`src/rtl/wdog_pkg.sv`:
```
// Shared constants for the watchdog block.
package wdog_pkg;
    // Fixed division applied to the system clock when it is the tick source.
    localparam int SYSDIV_RATIO = 4;
    localparam int SYSDIV_W     = $clog2(SYSDIV_RATIO);

    // Encoding of the source select input.
    typedef enum logic {
        SRC_SYSDIV = 1'b0,
        SRC_OSC    = 1'b1
    } wdog_src_e;
endpackage

```
`src/rtl/wdog_tick_src.sv`:
```
// Tick source for the watchdog.
// Produces single-cycle ticks in the clk domain, either from a synchronised
// rising edge of the asynchronous watchdog oscillator, or from a divide-by-
// four of clk. The divider holds while halt_i is high (the system clock is
// taken to be stopped) and restarts on restart_i.
// Assumes osc_clk_i is slower than clk/3, so that every edge is seen.
module wdog_tick_src
    import wdog_pkg::*;
(
    input  logic clk,
    input  logic rst_n,
    input  logic src_osc_i,
    input  logic osc_clk_i,
    input  logic halt_i,
    input  logic restart_i,
    output logic tick_o
);
    logic [2:0]          osc_sync_q;
    logic [SYSDIV_W-1:0] div_q;
    logic                osc_tick;
    logic                sys_tick;

    // Two-flop synchroniser plus one history flop for edge detection.
    always_ff @(posedge clk) begin
        if (!rst_n) osc_sync_q <= '0;
        else        osc_sync_q <= {osc_sync_q[1:0], osc_clk_i};
    end

    // Divide-by-four stage: restarts on clear, frozen during halt.
    always_ff @(posedge clk) begin
        if (!rst_n || restart_i) div_q <= '0;
        else if (!halt_i)        div_q <= div_q + 1'b1;
    end

    assign osc_tick = osc_sync_q[1] & ~osc_sync_q[2];
    assign sys_tick = (div_q == SYSDIV_W'(SYSDIV_RATIO - 1)) && !halt_i;
    assign tick_o   = (wdog_src_e'(src_osc_i) == SRC_OSC) ? osc_tick : sys_tick;
endmodule

```
`src/rtl/wdog_clr_ctl.sv`:
```
// Clear-command qualifier.
// In single mode it passes clr_i through. In paired mode it remembers which
// of clr1_i and clr2_i has been seen, and fires once both are present (either
// order, or together). A half pair is dropped on completion, on overflow,
// and whenever paired mode is off.
// Assumes all strobes are one clk cycle wide.
module wdog_clr_ctl (
    input  logic clk,
    input  logic rst_n,
    input  logic dual_i,
    input  logic clr_i,
    input  logic clr1_i,
    input  logic clr2_i,
    input  logic ovf_i,
    output logic fire_o
);
    logic seen1_q, seen2_q;
    logic got1, got2, pair_done;

    assign got1      = seen1_q | clr1_i;
    assign got2      = seen2_q | clr2_i;
    assign pair_done = got1 & got2;
    assign fire_o    = dual_i ? pair_done : clr_i;

    // Pending-half register: collects strobes until the pair completes.
    always_ff @(posedge clk) begin
        if (!rst_n || !dual_i || ovf_i || pair_done) begin
            seen1_q <= 1'b0;
            seen2_q <= 1'b0;
        end else begin
            seen1_q <= got1;
            seen2_q <= got2;
        end
    end
endmodule

```
`src/rtl/wdog_count.sv`:
```
// Prescaler and watchdog counter.
// Every PRESC ticks advance the CNT_W-bit counter. Stepping from all-ones
// wraps to zero and produces a registered one-cycle time_out_o. ovf_step_o
// is the combinational overflow condition, for the sticky flag.
// Assumes restart_i takes priority over any tick in the same cycle.
module wdog_count #(
    parameter int CNT_W = 16,
    parameter int PRESC = 1
) (
    input  logic             clk,
    input  logic             rst_n,
    input  logic             restart_i,
    input  logic             tick_i,
    output logic [CNT_W-1:0] cnt_o,
    output logic             ovf_step_o,
    output logic             time_out_o
);
    localparam int PW = (PRESC > 1) ? $clog2(PRESC) : 1;

    logic [CNT_W-1:0] cnt_q;
    logic             step;

    generate
        if (PRESC == 1) begin : g_no_presc
            assign step = tick_i;
        end else begin : g_presc
            logic [PW-1:0] presc_q;
            // Prescaler: counts ticks modulo PRESC.
            always_ff @(posedge clk) begin
                if (!rst_n || restart_i) presc_q <= '0;
                else if (tick_i)
                    presc_q <= (presc_q == PW'(PRESC - 1)) ? '0 : presc_q + 1'b1;
            end
            assign step = tick_i && (presc_q == PW'(PRESC - 1));
        end
    endgenerate

    assign ovf_step_o = step && (&cnt_q) && !restart_i;

    // Main counter: natural wrap to zero after all-ones.
    always_ff @(posedge clk) begin
        if (!rst_n || restart_i) cnt_q <= '0;
        else if (step)           cnt_q <= cnt_q + 1'b1;
    end

    // Registered overflow pulse.
    always_ff @(posedge clk) begin
        if (!rst_n) time_out_o <= 1'b0;
        else        time_out_o <= ovf_step_o;
    end

    assign cnt_o = cnt_q;
endmodule

```
`src/rtl/wdog_dualclr.sv`:
```
// Watchdog timer top level.
// Combines the tick source, the clear qualifier and the counter. Halt entry
// (rising halt_i) and a qualified clear both restart the watchdog. The
// sticky time-out flag is set on overflow and cleared by either restart.
// Assumes a single clock domain clk; osc_clk_i is asynchronous.
module wdog_dualclr #(
    parameter int CNT_W = 16,
    parameter int PRESC = 1
) (
    input  logic clk,
    input  logic rst_n,
    input  logic src_osc_i,
    input  logic dual_clr_i,
    input  logic osc_clk_i,
    input  logic halt_i,
    input  logic clr_i,
    input  logic clr1_i,
    input  logic clr2_i,
    output logic time_out_o,
    output logic to_flag_o
);
    logic             halt_q;
    logic             halt_rise;
    logic             clr_fire;
    logic             restart;
    logic             tick;
    logic             ovf_step;
    logic [CNT_W-1:0] cnt_q;

    // Halt history, for detecting halt entry.
    always_ff @(posedge clk) begin
        if (!rst_n) halt_q <= 1'b0;
        else        halt_q <= halt_i;
    end

    assign halt_rise = halt_i & ~halt_q;
    assign restart   = clr_fire | halt_rise;

    wdog_clr_ctl u_clr (
        .clk    (clk),
        .rst_n  (rst_n),
        .dual_i (dual_clr_i),
        .clr_i  (clr_i),
        .clr1_i (clr1_i),
        .clr2_i (clr2_i),
        .ovf_i  (time_out_o),
        .fire_o (clr_fire)
    );

    wdog_tick_src u_tick (
        .clk       (clk),
        .rst_n     (rst_n),
        .src_osc_i (src_osc_i),
        .osc_clk_i (osc_clk_i),
        .halt_i    (halt_i),
        .restart_i (restart),
        .tick_o    (tick)
    );

    wdog_count #(.CNT_W(CNT_W), .PRESC(PRESC)) u_cnt (
        .clk        (clk),
        .rst_n      (rst_n),
        .restart_i  (restart),
        .tick_i     (tick),
        .cnt_o      (cnt_q),
        .ovf_step_o (ovf_step),
        .time_out_o (time_out_o)
    );

    // Sticky time-out flag.
    always_ff @(posedge clk) begin
        if (!rst_n || restart) to_flag_o <= 1'b0;
        else if (ovf_step)     to_flag_o <= 1'b1;
    end
endmodule

```
`config.mk`:
```
export PLATFORM = sky130hd
export DESIGN_NAME = wdog_dualclr
export DESIGN_NICKNAME = d
export VERILOG_FILES = /design/src/rtl/wdog_pkg.sv /design/src/rtl/wdog_tick_src.sv /design/src/rtl/wdog_clr_ctl.sv /design/src/rtl/wdog_count.sv /design/src/rtl/wdog_dualclr.sv
export SDC_FILE = /design/constraint.sdc
export NUM_CORES = 1
export LEC_CHECK = 0
export BUFFER_PORTS_ARGS = -buffer_cell sky130_fd_sc_hd__buf_2
export CAP_MARGIN = 20
export CORE_ASPECT_RATIO = 1.1
export CORE_MARGIN = 3
export CORE_UTILIZATION = 56
export DETAILED_ROUTE_END_ITERATION = 7
export PLACE_DENSITY = 0.76
export SLEW_MARGIN = 5
export SYNTH_ARGS = -nofsm -noshare
export SYNTH_HDL_FRONTEND = slang
export SYNTH_SLANG_ARGS = --single-unit
```
`constraint.sdc`:
```
create_clock -name clk -period 2.3 [get_ports clk]
set_input_delay 0.115 -clock clk [delete_from_list [all_inputs] [get_ports clk]]
set_output_delay 0.115 -clock clk [all_outputs]
set_load 0.02 [all_outputs]
```
# After elaboration in Yosys (flattened, before gate mapping)
# Index checks and enable logic that the tools add are counted.
[word_totals]
word_cells = 33
regBits = 26
out_inout_bits = 2
inputBits = 9
[op_classes]
bitwise = 8
addsub = 2
muxes = 2
eq_ne = 1
n_reduce_logical = 12
[ops]
columns = ["cell", "n"]
rows = [
  ["adder 16 x 1 -> 16 bit (second input constant)", 1],
  ["AND reduction 16 bit", 1],
  ["zero test 1 bit", 4],
  ["logical OR 1 bit", 4],
  ["bitwise AND 1 bit", 3],
  ["logical AND 1 bit", 3],
  ["OR 1 bit", 3],
  ["adder 2 x 1 -> 2 bit (second input constant)", 1],
  ["equality test 2 bit (second input constant)", 1],
  ["2-to-1 mux 1 bit", 2],
  ["inverter 1 bit", 2],
]

# Depth between registers and ports, before layout
[logic_depth]
depth_word = 6
depth_mapped = 6
depth_no_buf = 5

# Cells and area by module
# A second synthesis with hierarchy kept.
[unflattened]
hier_cells = 120
area_unflattened_um2 = 1121.1
[modules_own_cells]
columns = ["mod", "area_per_inst_um2", "n_inst", "seq_area_each_um2", "cells_each"]
rows = [
  ["wdog_count", 777.0, 1, 340.3, 86],
  ["wdog_tick_src", 182.7, 1, 100.1, 17],
  ["wdog_clr_ctl", 85.1, 1, 40.0, 10],
  ["wdog_dualclr", 76.3, 1, 40.0, 7],
]

# Least setup slack after synthesis
# OpenSTA, ideal clock, no wires.
[synth_timing]
path_kind = "reg2reg"
startpoint = "register u_tick.div_q[0]"
endpoint = "register u_cnt.cnt_q[11], in the netlist u_cnt.cnt_o[11]"
n_path_buf = 1
setup_slack_ns = 0.473
t_required_ns = 2.230
arrival_time_ns = 1.757
stages_incl_launch_ff = 7
setup_time_ns = 0.070
period_less_slack_ns = 1.827
cell_sequence = "dfxtp_1 > ha_1 > or3b_1 > buf_6 > a211o_4 > or3_1 > a21oi_1"
[synth_via]
elab_chain_cells = 3
[synth_lines]
columns = ["item", "line_no", "rtl"]
rows = [
  ["start, declared", "wdog_tick_src.sv:19", "logic [SYSDIV_W-1:0] div_q;"],
  ["start signal, assigned", "wdog_tick_src.sv:32", "else if (!halt_i) div_q <= div_q + 1'b1;"],
  ["equality test 2 bit", "wdog_tick_src.sv:36", "assign sys_tick = (div_q == SYSDIV_W'(SYSDIV_RATIO - 1)) && !halt_i;"],
  ["logical AND 1 bit", "wdog_tick_src.sv:36", ""],
  ["2-to-1 mux 1 bit", "wdog_tick_src.sv:37", "assign tick_o = (wdog_src_e'(src_osc_i) == SRC_OSC) ? osc_tick : sys_tick;"],
  ["end signal, assigned", "wdog_count.sv:43", "else if (step) cnt_q <= cnt_q + 1'b1;"],
  ["end, declared", "wdog_count.sv:20", "logic [CNT_W-1:0] cnt_q;"],
]
# No other way between the ends.
# A chain may end at the register's enable or synchronous reset.

# Final worst setup path
[layout_timing]
startpoint = "register u_tick.div_q[0]"
endpoint = "register u_cnt.cnt_q[14], in the netlist u_cnt.cnt_o[14]"
# The elaborated chain is that of the path after synthesis.

==> run summary <==
The flow ran to the end, and the final reports show no timing, DRC or antenna violations. Power spread over the standard cell area amounts to 618 mW/mm². The sequential fraction of the synthesis area came out at 45.1%. The total half-perimeter wirelength after legalization and detailed placement is 1470 µm.

Dividing the detail-routed wire length by the instance count gives 12.0 µm. Cell at the root of the clock tree: sky130_fd_sc_hd__clkbuf_4. The critical path data arrival time is 2.27 ns.

For this run, design rule violations remaining after detail routing come to 0. In this run, the number of DRC markers left after iteration 0 of detailed routing was 21. TritonCTS built the clock tree. The setup check on the worst reg-to-reg path leaves a slack of 0.27 ns. The top cell types in the final layout, fill and taps aside, are sky130_fd_sc_hd__dfxtp_1 (26), sky130_fd_sc_hd__nor2_1 (13), sky130_fd_sc_hd__a21oi_1 (11), sky130_fd_sc_hd__buf_2 (10), sky130_fd_sc_hd__nand2_1 (9). The timing-limited maximum frequency came out at 0.491 GHz. The part of the total power dissipated in sequential elements is 57.2%, and the headroom to the max-slew limit is 64.0%. The relative contribution of combinational cells to total power is 4.5%.

Slew of the pin with the lowest slew margin: 0.539 ns. The class of the most critical hold timing path was input port to register. IR analysis of the VDD net gives a maximum drop of 0.000791 V. In this run switching power makes up 19.1% of total power.

The number of buffers added by the clock tree synthesis step came out at 3. In this run the mean area of a mapped cell was 9.17 µm². The site row count came out at 16. Clock skew on the completed layout was measured at 0.00903 ns. The run gives 0 as the count of final max-slew check failures. The core area was 0.00186 mm². Final worst-path cycle share: 88.5%.

The type of the setup path with the least slack was register to register. The logs give 0 for the number of max-capacitance violations reported and 0 for the sum of overflow across all layers after global routing. Synthesis produced a netlist with a net count of 137. For this run, the detailed router's first-pass iteration total came to 3.

After filler insertion, the fill cell instance count of the layout stands at 146. Together, buffers and inverters on the worst path number 0. The number of different library cells used by synthesis comes to 36.

The floorplan step defined a die boundary enclosing 0.00264 mm². The library cell contributing the largest single delay on the critical path was sky130_fd_sc_hd__a211oi_2. The logs give 0 for the final setup violation count and 1990 µm for the wire length reported by the detailed router.

The worst flop-to-flop path endpoint was u_cnt.cnt_o[14]. Cells fill 69.6% of the core in the end. Of the total power, the clock network draws 38.3%. The count of buffers added on input and output ports is 10. The first global-routing pass estimated 3460 µm of wire. In this design, the largest share of critical-path delay is due to compound AO/OA/AOI/OAI gates. Using the TritonRoute via totals, the vias-per-cell ratio works out to 5.54.

The congestion estimate from routability-driven global placement came to 0.728. In this run the biggest area consumer among cell types represents 45.1% of the synthesized area. For the detailed-route via count, the log shows 919. Measured in cells, the most critical reg-to-reg path has a length of 5. The number of hold buffers added after CTS was 2. 0 antenna diodes ended up in the layout. The biggest area consumer among synthesized cells was sky130_fd_sc_hd__dfxtp_1. The largest fanout on the critical path is 9, and the global-route total usage across every layer is 17.2%. The signal on the critical path passes through ha_1 -> or3b_1 -> a211oi_2 -> a31oi_1 -> o21ba_2. Setup repair after global routing left no endpoint under its margin.

In the post-route analysis, the smallest setup slack over all paths is 0.265 ns. The starting density of the core was 62.0%. The run gives 0 as the number of failing hold endpoints at the final stage. The tools report the startpoint of the worst register-to-register path as u_tick.div_q[0]. The initial antenna violation count came out at 0.

The logs give 151 for the net count reported at finish and 0.000153 W for the switching power total. Sorting the synthesized cells by area gives the leading types as sky130_fd_sc_hd__dfxtp_1 (45%), sky130_fd_sc_hd__xnor2_1 (5.3%), sky130_fd_sc_hd__a21oi_1 (4.8%). The tools report the kind of launch point of the worst setup path as a register. The dominant synthesized flop cell was sky130_fd_sc_hd__dfxtp_1. Prior to clock tree synthesis, the placed netlist has a worst setup slack of 0.288 ns. The most frequent standard cell in the layout excluding fill and tap cells was sky130_fd_sc_hd__dfxtp_1.

Subtracting the final worst setup slack from the clock period gives 2.03 ns. The count of cells resized by post-cts repair was 0. For this run, asynchronously set or reset flops after synthesis account for 0%. The tools report the number of post-CTS setup repair buffers as 0. The worst setup path is captured at a register.

The register bit count reported by yosys is 26, and the maximum buffer depth of the clock tree is 2. The share of layout cells above drive strength 1 came out at 16.5%. The pin count of the biggest net entering global routing came out at 21.

On the worst path, the slowest cell contributes a delay of 0.55 ns. The tools report the number of global-route vias before repair as 876. The die extent in x is 49.3 µm, and the internal cell power is 0.000649 W. During synthesis, Yosys emitted a total of 0 warnings.

The critical path runs through a total of 5 cells. The leakage power total came out at 0.437 nW. After routing, the total negative slack on setup checks comes to 0 ns. The tools report the cell count after synthesis as 126. The most critical setup path has its endpoint at u_cnt.cnt_o[14].

Number of H-tree levels: 1. The clock insertion delay at the later pin of the skew report was 0.32 ns; the clock net sink count was 26. Count of pins on the block boundary: 11. In this run the most critical hold path is launched from rst_n. The number of enable-type register cells in the synthesized netlist is 0. The area added between synthesis and finish is 12.2%, and the required time at the endpoint of the critical path is 2.53 ns. The detail route stage leaves a number of antenna-violating nets equal to 0. Measured along the y axis, the die boundary spans 53.6 µm. Clock-pin slew was measured on the worst setup and hold paths at 0.14 ns. The most critical setup path has its startpoint at u_tick.div_q[0]. The mapped cell area came out at 0.00115 mm².
registers in the layout, indices dropped and copies added, names as in the netlist:
name,count
u_clr.seen1_q,1
to_flag_o,1
u_cnt.cnt_o,16
u_clr.seen2_q,1
u_cnt.time_out_o,1
u_tick.div_q,2
halt_q,1
u_tick.osc_sync_q,3
worst min-delay path by stage:
| stage | endpoint | slack (ns) | cells after the start |
|---|---|---|---|
| 2_1_floorplan | u_clr.seen2_q | 0.19 | 1 |
| 3_3_place_gp | u_clr.seen2_q | 0.30 | 2 |
| 3_5_place_dp | u_clr.seen2_q | 0.32 | 2 |
| 4_1_cts | u_tick.osc_sync_q[2] | 0.05 | 2 |
| 5_1_grt | u_tick.osc_sync_q[2] | 0.05 | 2 |
| 6_report | u_tick.osc_sync_q[2] | 0.07 | 2 |
final cells by class:
type | instances | area [µm²] | area share [%]
clock buffers | 3 | 22.5 | 1.74
multi-input cells | 90 | 589 | 45.5
flip-flops and latches | 26 | 520 | 40.2
inverters | 6 | 22.5 | 1.74
clock inverters | 1 | 30.0 | 2.32
well taps | 27 | 33.8 | 2.61
repair buffers | 13 | 77.6 | 5.98
cell families after synthesis:
logic type | after synthesis | synth area share, %
AND/OR/NAND/NOR | 50 | 24.4
AO/OA/AOI/OAI | 29 | 17.6
flip-flops | 26 | 45.1
buffers and inverters | 10 | 3.90
XOR/XNOR | 8 | 6.07
adder cells (fa/ha/maj) | 2 | 2.17
multiplexers | 1 | 0.867
per-stage QoR:
step                      cells  hold slack, ns  power, W  cell area, µm²
after CTS                   166          0.0541  0.000815            1300
after floorplan             126           0.193  0.000486            1150
after global placement      160           0.303  0.000500            1220
after detailed placement    160           0.322  0.000502            1220
after global routing        166          0.0483  0.000838            1300
final                       166          0.0742  0.000801            1300
cells in the mapped netlist (2+ instances only):
library cell,n
sky130_fd_sc_hd__nor2_1,13
sky130_fd_sc_hd__nand4_1,4
sky130_fd_sc_hd__nand2_1,9
sky130_fd_sc_hd__xnor2_1,7
sky130_fd_sc_hd__a21bo_2,2
sky130_fd_sc_hd__a21oi_1,11
sky130_fd_sc_hd__nand4b_1,2
sky130_fd_sc_hd__a211oi_1,3
sky130_fd_sc_hd__nand3_1,4
sky130_fd_sc_hd__or3_1,3
sky130_fd_sc_hd__nand3b_1,4
sky130_fd_sc_hd__and2_1,3
sky130_fd_sc_hd__dfxtp_1,26
sky130_fd_sc_hd__o21ai_0,5
sky130_fd_sc_hd__ha_1,2
sky130_fd_sc_hd__inv_1,6
sky130_fd_sc_hd__clkbuf_1,3
per-layer routing:
| layer | global-route usage (%) | vias up | part of all wire (%) |
|---|---|---|---|
| li1 | - | 474 | - |
| met1 | 17.4 | 433 | 44 |
| met2 | 34.2 | 10 | 52 |
| met3 | 5.82 | 2 | 3.5 |
| met4 | 4.27 | 0 | 0.50 |
| met5 | 0 | - | 0 |
power by group through the flow:
stage	combinational (W)	sequential, W	clock [W]
floorplan	0.0000182	0.000468	0
CTS	0.0000363	0.000459	0.000320
finish	0.0000360	0.000459	0.000307
detailed placement	0.0000333	0.000469	0
global placement	0.0000318	0.000468	0
global route	0.0000401	0.000459	0.000338
(Power assumes the default switching activity.)
